$ cat config.mk
export PLATFORM = sky130hd
export DESIGN_NAME = vfs_top
export DESIGN_NICKNAME = d
export VERILOG_FILES = /design/src/rtl/vfs_pkg.sv /design/src/rtl/vfs_uv_filter.sv /design/src/rtl/vfs_ch_latch.sv /design/src/rtl/vfs_top.sv
export SDC_FILE = /design/constraint.sdc
export NUM_CORES = 1
export LEC_CHECK = 0
export CAP_MARGIN = 20
export CELL_PAD_IN_SITES_DETAIL_PLACEMENT = 1
export CELL_PAD_IN_SITES_GLOBAL_PLACEMENT = 2
export CORE_UTILIZATION = 31
export CTS_CLUSTER_SIZE = 10
export DETAILED_ROUTE_END_ITERATION = 12
export GPL_TIMING_DRIVEN = 0
export MAX_ROUTING_LAYER = met4
export PLACE_DENSITY = 0.73
export SYNTH_ARGS = -nofsm -noshare
export SYNTH_HDL_FRONTEND = slang
export SYNTH_SLANG_ARGS = --single-unit
$ cat constraint.sdc
create_clock -name clk -period 1.35 [get_ports clk]
set_input_delay 0.135 -clock clk [delete_from_list [all_inputs] [get_ports clk]]
set_output_delay 0.135 -clock clk [all_outputs]
set_load 0.03 [all_outputs]
$ cat src/rtl/vfs_pkg.sv
package vfs_pkg;

    typedef enum logic [1:0] {
        DM_RUN   = 2'd0,
        DM_CLAMP = 2'd1,
        DM_OFF   = 2'd2
    } drv_mode_e;

    typedef struct packed {
        logic hs;
        logic ls;
        logic dis;
    } drv_t;

    typedef struct packed {
        logic ov;
        logic uv;
        logic abs;
        logic peer;
    } latch_t;

    function automatic drv_t mode_drive(drv_mode_e m);
        drv_t d;
        case (m)
            DM_RUN:   d = '{hs: 1'b1, ls: 1'b1, dis: 1'b0};
            DM_CLAMP: d = '{hs: 1'b0, ls: 1'b1, dis: 1'b0};
            default:  d = '{hs: 1'b0, ls: 1'b0, dis: 1'b1};
        endcase
        return d;
    endfunction

    function automatic drv_mode_e pick_mode(logic en, latch_t l, logic glob_off);
        drv_mode_e m;
        if (!en)                   m = DM_OFF;
        else if (l.ov)             m = DM_CLAMP;
        else if (l.uv || l.peer)   m = DM_OFF;
        else if (glob_off)         m = DM_OFF;
        else if (l.abs)            m = DM_CLAMP;
        else                       m = DM_RUN;
        return m;
    endfunction

endpackage

$ cat src/rtl/vfs_uv_filter.sv
module vfs_uv_filter #(
    parameter int UV_FILT  = 32,
    parameter int UV_BLANK = 2000
) (
    input  logic clk,
    input  logic rst,
    input  logic en,
    input  logic uv,
    output logic fire
);
    localparam int FW = $clog2(UV_FILT + 1);
    localparam int BW = $clog2(UV_BLANK + 1);

    logic [BW-1:0] blank_cnt;
    logic [FW-1:0] filt_cnt;
    logic          armed;
    logic          qual;

    assign armed = (blank_cnt == BW'(UV_BLANK));
    assign qual  = en && armed && uv;
    assign fire  = qual && (filt_cnt == FW'(UV_FILT - 1));

    always_ff @(posedge clk) begin
        if (rst || !en)
            blank_cnt <= '0;
        else if (!armed)
            blank_cnt <= blank_cnt + 1'b1;
    end

    always_ff @(posedge clk) begin
        if (rst || !qual || fire)
            filt_cnt <= '0;
        else
            filt_cnt <= filt_cnt + 1'b1;
    end

    p_uv_cnt_bound_r3: assert property (@(posedge clk) disable iff (rst)
        filt_cnt <= FW'(UV_FILT - 1));

    p_blank_no_count_r5: assert property (@(posedge clk) disable iff (rst)
        !armed |=> filt_cnt == '0);

endmodule

$ cat src/rtl/vfs_ch_latch.sv
module vfs_ch_latch
    import vfs_pkg::*;
(
    input  logic      clk,
    input  logic      rst,
    input  logic      en,
    input  logic      ov,
    input  logic      uv_fire,
    input  logic      abs_ov,
    input  logic      peer_trip,
    input  logic      glob_off,
    output drv_mode_e mode,
    output logic      trip
);
    latch_t lat;

    always_ff @(posedge clk) begin
        if (rst || !en) begin
            lat <= '0;
        end else begin
            if (ov)        lat.ov   <= 1'b1;
            if (uv_fire)   lat.uv   <= 1'b1;
            if (abs_ov)    lat.abs  <= 1'b1;
            if (peer_trip) lat.peer <= 1'b1;
        end
    end

    assign mode = pick_mode(en, lat, glob_off);
    assign trip = lat.uv || lat.abs;

    p_latch_clear_r9: assert property (@(posedge clk) disable iff (rst)
        !en |=> lat == '0);

    p_ov_holds_r2: assert property (@(posedge clk) disable iff (rst)
        (lat.ov && en) ##1 en |-> lat.ov);

endmodule

$ cat src/rtl/vfs_top.sv
module vfs_top
    import vfs_pkg::*;
#(
    parameter int NCH      = 2,
    parameter int UV_FILT  = 32,
    parameter int UV_BLANK = 2000
) (
    input  logic           clk,
    input  logic           rst,
    input  logic [NCH-1:0] ch_en,
    input  logic [NCH-1:0] fb_ov,
    input  logic [NCH-1:0] fb_uv,
    input  logic [NCH-1:0] out_abs_ov,
    input  logic           sup_lockout,
    input  logic           over_temp,
    output logic [NCH-1:0] hs_permit,
    output logic [NCH-1:0] ls_permit,
    output logic [NCH-1:0] dis_on
);
    logic           glob_off;
    logic [NCH-1:0] trip;
    logic [NCH-1:0] uv_fire;
    logic [NCH-1:0] peer_trip;

    assign glob_off = sup_lockout || over_temp;

    generate
        for (genvar c = 0; c < NCH; c++) begin : g_ch
            drv_mode_e mode;
            drv_t      drv;

            assign peer_trip[c] = |(trip & ~(NCH'(1) << c));

            vfs_uv_filter #(.UV_FILT(UV_FILT), .UV_BLANK(UV_BLANK)) u_filt (
                .clk  (clk),
                .rst  (rst),
                .en   (ch_en[c]),
                .uv   (fb_uv[c]),
                .fire (uv_fire[c])
            );

            vfs_ch_latch u_lat (
                .clk       (clk),
                .rst       (rst),
                .en        (ch_en[c]),
                .ov        (fb_ov[c]),
                .uv_fire   (uv_fire[c]),
                .abs_ov    (out_abs_ov[c]),
                .peer_trip (peer_trip[c]),
                .glob_off  (glob_off),
                .mode      (mode),
                .trip      (trip[c])
            );

            assign drv          = mode_drive(mode);
            assign hs_permit[c] = drv.hs;
            assign ls_permit[c] = drv.ls;
            assign dis_on[c]    = drv.dis;

            p_disabled_off_r1: assert property (@(posedge clk) disable iff (rst)
                !ch_en[c] |-> (!hs_permit[c] && !ls_permit[c] && dis_on[c]));

            p_ov_clamp_r10: assert property (@(posedge clk) disable iff (rst)
                (ch_en[c] && fb_ov[c]) ##1 ch_en[c] |->
                    (!hs_permit[c] && ls_permit[c] && !dis_on[c]));

            p_dis_no_drive_r11: assert property (@(posedge clk) disable iff (rst)
                dis_on[c] |-> (!hs_permit[c] && !ls_permit[c]));

            p_peer_shut_r7: assert property (@(posedge clk) disable iff (rst)
                (peer_trip[c] && ch_en[c]) ##1 ch_en[c] |-> !hs_permit[c]);
        end
    endgenerate

endmodule

==> flow_summary.ini <==
[timing]
tightest_slew_ps = 570
post-route-period-util_pct = 106
skew_ps = 5.98
setup_viol_count_final = 5
slew_headroom_pct = 62.0
finalHoldViolCount = 0
min_period_ps = 1430
grt_setup_unrepaired = true
setup_slack_ps = -75.4
fmax_mhz = 702
slew_viol_final = 0

[logic_synthesis]
yosysTopAreaCell = dfxtp_1
synth_edf_count = 0
ys_top_cells_by_area = dfxtp_1, nor3_1, ha_1
yosysTopAreaCellShare_pct = 43.7
synth_warnings = 0
ys.flop_type = dfxtp_1
async_reset_ff_share_pct = 0
synth-seq-cells = 42
netlist_area_um2 = 1920
yosysSeqAreaShare_pct = 43.7
syn_avg_cell_area_um2 = 8.86
yosysUniqueCellTypes = 41
syn_nets = 235
synthCells = 217

[clock_network]
cts.htree.levels = 2
clock_latency_ps = 290
cts_tree = yes
numCtsBuffers = 5
ctsHoldBuffers = 0
cts_root_buffer = clkbuf_8
clkSlewWorstSetupHoldPaths_ps = 80
cts_num_sinks = 42
clock_path_buffers = 2

[finish]
antenna_cells = 0
area_growth_pct = 36.4
multiInputGateArea_um2 = 1220
nFillCells = 698
finalNetCount = 272
layout_common_cells = dfxtp_1, nor2_1, nor3_1, buf_4
stdcell_count = 329
seq_area_um2 = 881
drive_gt1_share_pct = 31.9
final_common_cell = dfxtp_1

[power_and_ir_drop]
ir_drop_uv = 388
sw_frac_of_total_pct = 23.9
p_seq_share_pct = 56.7
share_clk_of_total_power_pct = 34.8
intPower_w = 0.00169
p_per_area_nw_per_um2 = 846
netSwitchingPower_w = 0.000532
pwr-share-comb_pct = 8.5
total_power_w = 0.00222
leakage_nw = 0.856

[placed_design]
portBuffers = 17
placedCellCount = 309
gp_congestion = 0.729
dpl.hpwl_mm = 3.20

[hold_path]
min_path_type = input pin to flip-flop
hold_start = rst
hold-path-endpoint = g_ch[1].u_filt.blank_cnt[2]$_SDFFE_PP0P_
whs_path_depth = 3

[route]
drt_first_pass_iters = 4
wire_per_inst_um = 14.4
routed_wl_mm = 4.73
drt_iter0_markers = 43
ant_nets = 0
drcViolationCount = 0
vias = 1676
viasPerCell = 5.09

[grt]
grt.total_usage_pct = 15.8
grt_pass1_wl_mm = 7.66
grt_max_degree = 12
grt_overflow = 0
grt_pass1_vias = 1665
antenna_found_initial = 0

[die]
fp.dieH_um = 80.8
coreArea_um2 = 5960
ios = 18
die_w_um = 80.8
initial_utilization_pct = 32.3
rows = 28
dieArea_um2 = 6520

[worst_setup_path]
r2r-start = g_ch[0].u_filt.blank_cnt[1]$_SDFFE_PP0P_
crit_type = flip-flop to output port
r2r_end = g_ch[0].u_filt.blank_cnt[6]$_SDFFE_PP0P_
reg2reg_depth = 4
critical_path.startpoint_type = flip-flop
r2r_slack_ps = 0
crit_required_ps = 1220
cp.arrival_ps = 1290
cp_max_fo = 2
critPathCaptureType = output port

[job]
cap_violations = 0

[outcome]
status = finished with violations
violations = setup timing
-- cell usage after synthesis, types with 2 or more instances --
| cell type | count |
|---|---|
| dfxtp_1 | 42 |
| mux2i_1 | 4 |
| or3_1 | 7 |
| clkbuf_1 | 2 |
| a21oi_1 | 11 |
| or4_1 | 3 |
| or2b_1 | 2 |
| nand2_1 | 13 |
| nand2b_1 | 3 |
| nand3b_1 | 2 |
| nor2b_1 | 2 |
| xor2_1 | 6 |
| o21ai_0 | 10 |
| o31ai_1 | 5 |
| inv_1 | 14 |
| nor2_1 | 16 |
| nor4_1 | 4 |
| and4_1 | 3 |
| nand3_1 | 12 |
| o311ai_2 | 2 |
| nand4_1 | 8 |
| xnor2_1 | 4 |
| a211oi_1 | 2 |
| nor3_1 | 16 |
| ha_1 | 6 |
| nand3_2 | 2 |
| o21a_1 | 2 |
-- worst max path at each step --
stage	start	to	slack [ps]	depth (start not counted)
6_report	g_ch[1].u_lat.lat[2]$_SDFFE_PP0P_	hs_permit[1]	-80	4
5_1_grt	g_ch[1].u_lat.lat[2]$_SDFFE_PP0P_	hs_permit[1]	-180	4
4_1_cts	g_ch[1].u_lat.lat[2]$_SDFFE_PP0P_	hs_permit[1]	-140	4
3_5_place_dp	over_temp	hs_permit[0]	-650	5
3_3_place_gp	over_temp	hs_permit[1]	-630	5
2_1_floorplan	g_ch[1].u_lat.lat[0]$_SDFFE_PP0P_	hs_permit[1]	-20	3
-- stage by stage --
stage	area, µm²	util [%]	setup TNS (ps)	worst slack, ps	hold WS, ps
final	2620	44.1	-256	-75.4	348
after global routing	2620	44.1	-899	-180	384
after CTS	2480	41.6	-327	-142	413
after detailed placement	2210	37.1	-11810	-646	457
after global placement	2210	37.1	-11840	-634	451
after floorplan	1950	-	-17.3	-17.3	251
-- timing repair --
item / 4_1_cts / 5_1_grt
pin swaps: 9 / 16
resized for setup: 78 / 36
cloned: 0 / 0
setup buffers: 8 / 5
setup endpoints to repair: 35 / 37
-- cell type report --
class / instances / area share [%]
Buffer: 4 / 1.05
Multi-Input combinational cell: 157 / 46.4
Inverter: 14 / 2.00
Timing Repair Buffer: 30 / 10.5
Sequential cell: 42 / 33.6
Clock buffer: 7 / 2.91
Tap cell: 75 / 3.58
-- flip-flops by register name, indices dropped and copies added, names as in the netlist --
name / cells
g_ch.u_filt.blank_cnt: 22
g_ch.u_filt.filt_cnt: 12
g_ch.u_lat.lat: 8
-- per-layer routing --
layer / track usage, % / share of wire (%)
met1: 17.5 / 43
met3: 3.71 / 1.7
met4: 4.82 / 0.91
met5: - / 0
met2: 28.1 / 54
-- worst max-delay path, stage by stage, from the launching register on --
cell and delay [ps]:
dfxtp_4 350, nor4_4 250, o21ai_2 90, nor3_2 120, buf_4 180
-- logic make-up (layout without fill, tap and decap cells) --
group / after synthesis / in the layout / synth area share, %
AOI/OAI and AO/OA: 36 / 36 / 12.3
xor gates and xnor gates: 10 / 10 / 4.55
adders and majority gates: 6 / 6 / 3.90
buffers and inverters: 18 / 55 / 3.64
DFF: 42 / 42 / 43.7
muxes: 4 / 4 / 2.08
and+or+nand+nor: 101 / 101 / 29.8
-- power groups by stage --
stage	combinational [W]	clock, W	sequential, W
floorplan	0.0000825	0	0.00129
global placement	0.000159	0	0.00130
detailed placement	0.000161	0	0.00130
CTS	0.000176	0.000798	0.00126
global route	0.000206	0.000852	0.00126
finish	0.000188	0.000772	0.00126
(Power assumes the default switching activity.)
